### config.mk
export PLATFORM = sky130hd
export DESIGN_NAME = sar_adc_ctrl
export DESIGN_NICKNAME = d
export VERILOG_FILES = /design/src/rtl/sar_pkg.sv /design/src/rtl/sar_seq.sv /design/src/rtl/sar_work_reg.sv /design/src/rtl/sar_hold_reg.sv /design/src/rtl/sar_adc_ctrl.sv
export SDC_FILE = /design/constraint.sdc
export NUM_CORES = 1
export LEC_CHECK = 0
export CAP_MARGIN = 25
export CORE_MARGIN = 5
export CORE_UTILIZATION = 45
export DETAILED_ROUTE_END_ITERATION = 10
export PLACE_DENSITY = 0.72
export SYNTH_ARGS = -nofsm -noshare
export SYNTH_HDL_FRONTEND = slang
export SYNTH_SLANG_ARGS = --single-unit
### constraint.sdc
create_clock -name clk -period 1.59 [get_ports clk]
set_input_delay 0.318 -clock clk [delete_from_list [all_inputs] [get_ports clk]]
set_output_delay 0.318 -clock clk [all_outputs]
set_load 0.02 [all_outputs]
### src/rtl/sar_pkg.sv
package sar_pkg;

    typedef enum logic [1:0] {
        ST_IDLE  = 2'd0,
        ST_TRIAL = 2'd1,
        ST_DONE  = 2'd2
    } sar_state_e;

    typedef struct packed {
        logic load;   // accept start: seed the MSB trial
        logic step;   // a trial is being decided this cycle
        logic last;   // the trial being decided is bit 0
    } sar_ctl_t;

endpackage

### src/rtl/sar_seq.sv
module sar_seq
    import sar_pkg::*;
#(
    parameter int N = 8
) (
    input  logic         clk,
    input  logic         rst,
    input  logic         start_i,
    output sar_ctl_t     ctl_o,
    output logic [N-1:0] mask_o,
    output logic         busy_o,
    output logic         done_o
);
    localparam logic [N-1:0] MSB_ONLY = {1'b1, {(N-1){1'b0}}};

    sar_state_e   state_q;
    logic [N-1:0] mask_q;

    always_ff @(posedge clk) begin
        if (rst) begin
            state_q <= ST_IDLE;
            mask_q  <= '0;
        end else begin
            case (state_q)
                ST_IDLE: begin
                    if (start_i) begin
                        state_q <= ST_TRIAL;
                        mask_q  <= MSB_ONLY;
                    end
                end
                ST_TRIAL: begin
                    if (mask_q[0]) begin
                        state_q <= ST_DONE;
                        mask_q  <= '0;
                    end else begin
                        mask_q <= mask_q >> 1;
                    end
                end
                ST_DONE: begin
                    state_q <= ST_IDLE;
                end
                default: begin
                    state_q <= ST_IDLE;
                    mask_q  <= '0;
                end
            endcase
        end
    end

    always_comb begin
        ctl_o.load = (state_q == ST_IDLE) && start_i;
        ctl_o.step = (state_q == ST_TRIAL);
        ctl_o.last = (state_q == ST_TRIAL) && mask_q[0];
    end

    assign mask_o = mask_q;
    assign busy_o = (state_q == ST_TRIAL);
    assign done_o = (state_q == ST_DONE);

endmodule

### src/rtl/sar_work_reg.sv
module sar_work_reg
    import sar_pkg::*;
#(
    parameter int N = 8
) (
    input  logic         clk,
    input  logic         rst,
    input  sar_ctl_t     ctl_i,
    input  logic [N-1:0] mask_i,
    input  logic         cmp_hi_i,
    output logic [N-1:0] trial_o,
    output logic [N-1:0] final_o
);
    logic [N-1:0] work_q;
    logic [N-1:0] decided;

    for (genvar i = 0; i < N; i++) begin : g_bit
        // Value of this bit once the current trial is resolved.
        assign decided[i] = mask_i[i] ? cmp_hi_i : work_q[i];

        if (i == N - 1) begin : g_top
            always_ff @(posedge clk) begin
                if (rst)                             work_q[i] <= 1'b0;
                else if (ctl_i.load)                 work_q[i] <= 1'b1;
                else if (ctl_i.step && ctl_i.last)   work_q[i] <= 1'b0;
                else if (ctl_i.step)                 work_q[i] <= decided[i];
            end
        end else begin : g_low
            always_ff @(posedge clk) begin
                if (rst)                             work_q[i] <= 1'b0;
                else if (ctl_i.load)                 work_q[i] <= 1'b0;
                else if (ctl_i.step && ctl_i.last)   work_q[i] <= 1'b0;
                else if (ctl_i.step)                 work_q[i] <= decided[i] | mask_i[i+1];
            end
        end
    end

    assign trial_o = work_q;
    assign final_o = decided;

endmodule

### src/rtl/sar_hold_reg.sv
module sar_hold_reg
    import sar_pkg::*;
#(
    parameter int N = 8
) (
    input  logic         clk,
    input  logic         rst,
    input  sar_ctl_t     ctl_i,
    input  logic [N-1:0] final_i,
    output logic [N-1:0] result_o
);
    logic [N-1:0] hold_q;

    always_ff @(posedge clk) begin
        if (rst)             hold_q <= '0;
        else if (ctl_i.last) hold_q <= final_i;
    end

    assign result_o = hold_q;

endmodule

### src/rtl/sar_adc_ctrl.sv
module sar_adc_ctrl
    import sar_pkg::*;
#(
    parameter int N = 8
) (
    input  logic         clk,
    input  logic         rst,
    input  logic         start_i,
    input  logic         cmp_hi_i,
    output logic [N-1:0] dac_code_o,
    output logic         busy_o,
    output logic         done_o,
    output logic [N-1:0] result_o
);
    sar_ctl_t     ctl;
    logic [N-1:0] mask;
    logic [N-1:0] final_code;

    initial begin
        if (N < 2) $error("sar_adc_ctrl: N must be at least 2");
    end

    sar_seq #(.N(N)) u_seq (
        .clk     (clk),
        .rst     (rst),
        .start_i (start_i),
        .ctl_o   (ctl),
        .mask_o  (mask),
        .busy_o  (busy_o),
        .done_o  (done_o)
    );

    sar_work_reg #(.N(N)) u_work (
        .clk      (clk),
        .rst      (rst),
        .ctl_i    (ctl),
        .mask_i   (mask),
        .cmp_hi_i (cmp_hi_i),
        .trial_o  (dac_code_o),
        .final_o  (final_code)
    );

    sar_hold_reg #(.N(N)) u_hold (
        .clk      (clk),
        .rst      (rst),
        .ctl_i    (ctl),
        .final_i  (final_code),
        .result_o (result_o)
    );

endmodule

### After elaboration in Yosys (flattened, before gate mapping)

Index checks and enable logic that the tools add are counted.

| word-level totals | value |
|---|---|
| register bits after elaboration | 26 |
| latch bits | 0 |
| memory bits (writable) | 0 |
| memory bits (read-only) | 0 |
| input bits | 4 |
| output and inout bits | 18 |
| word-level logic and storage cells | 48 |
| memories kept | 0 |

| operators by class | value |
|---|---|
| add/sub/neg operators | 0 |
| multiply operators | 0 |
| div/mod/pow operators | 0 |
| $lt $le $gt $ge | 0 |
| equality and inequality tests | 4 |
| shifts and indexed selects | 0 |
| muxes and demuxes | 17 |
| bitwise gates (word level) | 8 |
| reduce and logical (&&, ||, !) cells | 8 |

Operators by type and width:

| cell | number |
|---|---|
| 8-bit case mux with 3 select lines | 1 |
| 1-bit two-way mux | 11 |
| 8-bit two-way mux | 1 |
| 7-bit two-way mux | 1 |
| 1-bit bitwise OR | 7 |
| 2-bit two-way mux | 2 |
| 2-bit case mux with 2 select lines | 1 |
| 2-bit AND reduction | 2 |
| 1-bit logical AND | 3 |
| 3-bit nonzero test | 1 |
| 3-bit OR reduction | 1 |
| 2-bit by 1-bit equality test with 1-bit output (second input constant) | 1 |
| 2-bit equality test (second input constant) | 1 |
| 2-bit logical NOT | 1 |
| 2-bit by 1-bit inequality test with 1-bit output (second input constant) | 1 |
| 2-bit inequality test (second input constant) | 1 |
| 1-bit inverter | 1 |

### Logic depth before layout (Yosys ltp)

| depth | value |
|---|---|
| word-level depth | 5 |
| depth in mapped cells | 5 |

### Hierarchy

From an unflattened synthesis, not the netlist that was laid out.

| second synthesis, totals | value |
|---|---|
| cell total of the unflattened synthesis | 96 |
| area total of the unflattened synthesis | 1,117.3 um2 |

By module, submodules not included:

| module | times used | cells an instance | area an instance (um2) | sequential area each (um2) |
|---|---|---|---|---|
| sar_work_reg | 1 | 36 | 437.9 | 160.2 |
| sar_seq | 1 | 34 | 394.1 | 200.2 |
| sar_hold_reg | 1 | 26 | 285.3 | 160.2 |

### Worst setup path before layout

Ideal clock, no wire load.

| timing path | value |
|---|---|
| kind | register -> register |
| from | register u_seq.state_q[1] |
| to | register u_work.work_q[1], in the netlist u_work.trial_o[1] |
| library setup time | 0.138 ns |
| arrival time | 1.055 ns |
| required time | 1.452 ns |
| setup slack | 0.397 ns |
| stages on the path, launching flop included | 5 |
| period minus slack after synthesis | 1.193 ns |
| path through | dfxtp_1 -> nand2b_1 -> clkinv_1 -> a21oi_1 -> a311oi_1 |

| on the way | value |
|---|---|
| word-level cells in the longest chain between the ends | 4 |

Ends and longest elaborated chain:

| what | line | source |
|---|---|---|
| start: declaration | sar_seq.sv:16 | `sar_state_e state_q;` |
| start signal: assignment | sar_seq.sv:21 | `state_q <= ST_IDLE;` |
| start signal: assignment | sar_seq.sv:27 | `state_q <= ST_TRIAL;` |
| start signal: assignment | sar_seq.sv:33 | `state_q <= ST_DONE;` |
| 2-bit by 1-bit equality test with 1-bit output (*) | n/a |  |
| named net busy_o | sar_adc_ctrl.sv:11 | `output logic busy_o,` |
| 1-bit logical AND | sar_seq.sv:53 | `ctl_o.last = (state_q == ST_TRIAL) && mask_q[0];` |
| 1-bit logical AND | sar_work_reg.sv:32 | `else if (ctl_i.step && ctl_i.last) work_q[i] <= 1'b0;` |
| 3-bit OR reduction (no line) | n/a |  |
| end signal: indexed assignment | sar_work_reg.sv:33 | `else if (ctl_i.step) work_q[i] <= decided[i] \| mask_i[i+1];` |
| end: declaration | sar_work_reg.sv:14 | `logic [N-1:0] work_q;` |

Mark *: on every way through the listed nets, which the timed path passes. The rest lies on a longest branch.
A chain may end at the register's enable or synchronous reset.

### Final worst setup path

| timing path | value |
|---|---|
| from | register u_seq.state_q[1] |
| to | output port busy_o |

| on the way | value |
|---|---|
| word-level cells in the longest chain between the ends | 1 |

Ends and longest elaborated chain:

| what | line | source |
|---|---|---|
| 2-bit by 1-bit equality test with 1-bit output | sar_seq.sv:57 | `assign busy_o = (state_q == ST_TRIAL);` |
| end: declaration | sar_adc_ctrl.sv:11 |  |

No other way between the ends.

==> results.toml <==
[outcome]
outcome = "finished clean"

[min_path]
hp-class = "reg2reg"
min-delay-start = "u_hold.result_o[4]"
hold_path_end = "u_hold.result_o[4]"
holdPathStages = 1

[yosys]
synth-async-reset-ratio = 0
synth.distinct_cells = 25
synthMostInstantiatedCell = "dfxtp_1"
synth-edff-count = 0
yosys-top-cells-area = "dfxtp_1 49%, mux2i_1 7.6%, a22o_1 5.8%"
synth_top_area_frac = 0.492
synth_seq_cells = 26
synth_area_um2 = 1060
syn_nets = 105
ys_seq_area_frac = 0.492
yosysTopAreaCell = "dfxtp_1"
yosys_warnings = 0
synth_ff_type = "dfxtp_1"
synthCells = 101
synth_common_cells = "26 x dfxtp_1, 8 x a21oi_1, 8 x inv_1, 8 x mux2i_1"
avgSynthCellArea_um2 = 10.5

[cts]
clk_pin_slew_worst_paths_ns = 0.13
clockBufferDepth = 2
cts_resized = 19
cts_tree = "yes"
numCtsBuffers = 3
post_cts_buffers = 0
cts-htree-levels = 1
insertion_delay_ns = 0.31
cts.sinks = 26
cts_hold_buf = 0
clock-root-buffer = "clkbuf_4"

[worst_setup_path]
cp_top_family = "buffers and inverters"
start_kind = "register"
path_max_fanout = 3
r2r_end = "u_work.trial_o[6]"
cp_cell_sequence = "nand2b_4 -> clkinv_1 -> dlygate4sd2_1"
critical-path-max-stage-delay_ns = 0.36
path_class = "reg2out"
critPathArrivalTime_ns = 1.19
crit_required_ns = 1.27
path_buf_inv = 2
cp-end-kind = "output pin"
cpMaxStageDelayCell = "dfxtp_2"
r2r_start = "u_seq.state_q[0]"
reg2reg_slack_ns = 0.18
reg2reg_depth = 4

[sta]
hold_ws_ns = 0.472
clock.fmax_mhz = 663
hold_violations = 0
worst_pin_slew_ns = 0.624
relSlewSlack = 0.583
slew_violations = 0
period_needed_ns = 1.51
rsz0062_at_grt = "false"
clock_skew_ns = 0.00571
setup_tns_ns = 0
post-route-period-util = 0.949
finalSetupViolations = 0

[die]
dieArea_um2 = 3420
die_h_um = 58.5
fp-row-count = 17
io_pins = 22
start_util = 0.474
fp.dieW_um = 58.5
core_area_um2 = 2230

[finish]
syn_to_final_growth_pct = 30.3
diodes = 0
final_util = 0.617
nets = 139
fill_cells = 194
drive_gt1_frac = 0.226
final_area_um2 = 1380

[route]
drc = 0
vias_per_cell = 5.30
route.vias.total = 854
routedWlPerCell_um = 14.2
dr.pass1.iters = 4
drt_iter0_drc = 24
wl_um = 2290
ant_nets = 0

[pwr]
clkPwrFrac = 0.252
power_leakage_nw = 0.583
peakVddDrop_mv = 0.526
p_per_area_nw_per_um2 = 763
switching_share = 0.237
seqPwrFrac = 0.638
p_sw_mw = 0.249
combPwrFrac = 0.110
internal_power_mw = 0.803
total_power_mw = 1.05

[global_route]
grt_pass1_vias = 806
grt-ovfl-total = 0
grt_use_total = 0.148
grt_antenna_before_repair = 0
grt_max_degree = 14
grt_pass1_wl_um = 3870

[placed_design]
place_area_um2 = 1370
portBuffers = 21
routabilityCongestion = 0.797
dp_hpwl_um = 1770

[run]
max-cap-violations = 0
stage by stage:
stage,instances,setup slack (ns)
final,161,0.0806
after global routing,161,0.00210
after CTS,161,0.0373
after detailed placement,158,-0.104
after global placement,158,-0.0585
after floorplan,101,0.397
registers in the layout, summed over array words and instances, names as in the netlist:
register,count
u_work.trial_o,8
u_seq.state_q,2
u_hold.result_o,8
u_seq.mask_o,8
worst max-delay path by stage:
stage,from,endpoint,slack [ns],cells after the start
global route,u_seq.state_q[1],busy_o,0.002,3
CTS,u_seq.state_q[1],busy_o,0.04,3
global placement,start_i,u_work.trial_o[5],-0.06,4
detailed placement,start_i,u_work.trial_o[6],-0.10,4
floorplan,u_seq.state_q[1],u_work.trial_o[1],0.40,4
finish,u_seq.state_q[1],busy_o,0.08,3
cells in the final DEF, fill, tap and decap left out:
cell type        count
a21boi_0             1
a21oi_1              8
a22o_1               7
a22o_2               1
a311oi_1             7
a31oi_4              1
buf_4               11
clkbuf_4             3
clkdlybuf4s50_1      3
clkinv_1             1
dfxtp_1             24
dfxtp_2              2
dlygate4sd2_1       18
inv_1                8
inv_2                1
mux2i_1              8
nand2b_1             1
nand2b_4             2
nand3_1              1
nor2_1               4
nor2b_1              1
nor3_1               1
nor3_2               2
o21ai_0              1
o21bai_1             1
o2bb2ai_1            7
or2_2                7
or3_1                1
cell families (layout without fill, tap and decap cells):
| family | after synthesis | after routing | share of synthesized area |
|---|---|---|---|
| flops | 26 | 26 | 0.492 |
| compound gates | 34 | 34 | 0.260 |
| mux | 8 | 8 | 0.0757 |
| simple gates | 20 | 20 | 0.121 |
| buf+inv | 13 | 45 | 0.0520 |
power groups by stage:
stage / clock network [mW] / logic (mW) / registers (mW)
after CTS: 0.276 / 0.116 / 0.671
after detailed placement: 0 / 0.119 / 0.684
after global placement: 0 / 0.117 / 0.684
after floorplan: 0 / 0.0644 / 0.685
after global routing: 0.322 / 0.125 / 0.673
final: 0.266 / 0.116 / 0.671
layout make-up:
| cell class | instances | area [µm²] | share of cell area |
|---|---|---|---|
| Clock buffer | 3 | 22.5 | 0.0163 |
| Inverter | 10 | 37.5 | 0.0272 |
| Multi-Input combinational cell | 62 | 490 | 0.356 |
| Sequential cell | 26 | 523 | 0.379 |
| Tap cell | 28 | 35.0 | 0.0254 |
| Timing Repair Buffer | 32 | 270 | 0.196 |
metal layers:
metal  GRT usage  vias up  wire length, µm
li1            -      438                -
met1       0.197      388             1100
met2       0.223       24             1000
met3      0.0351        4              144
met4      0.0695        0               43
met5           0        -                0
Note: power is estimated with default switching activity, not from simulation.
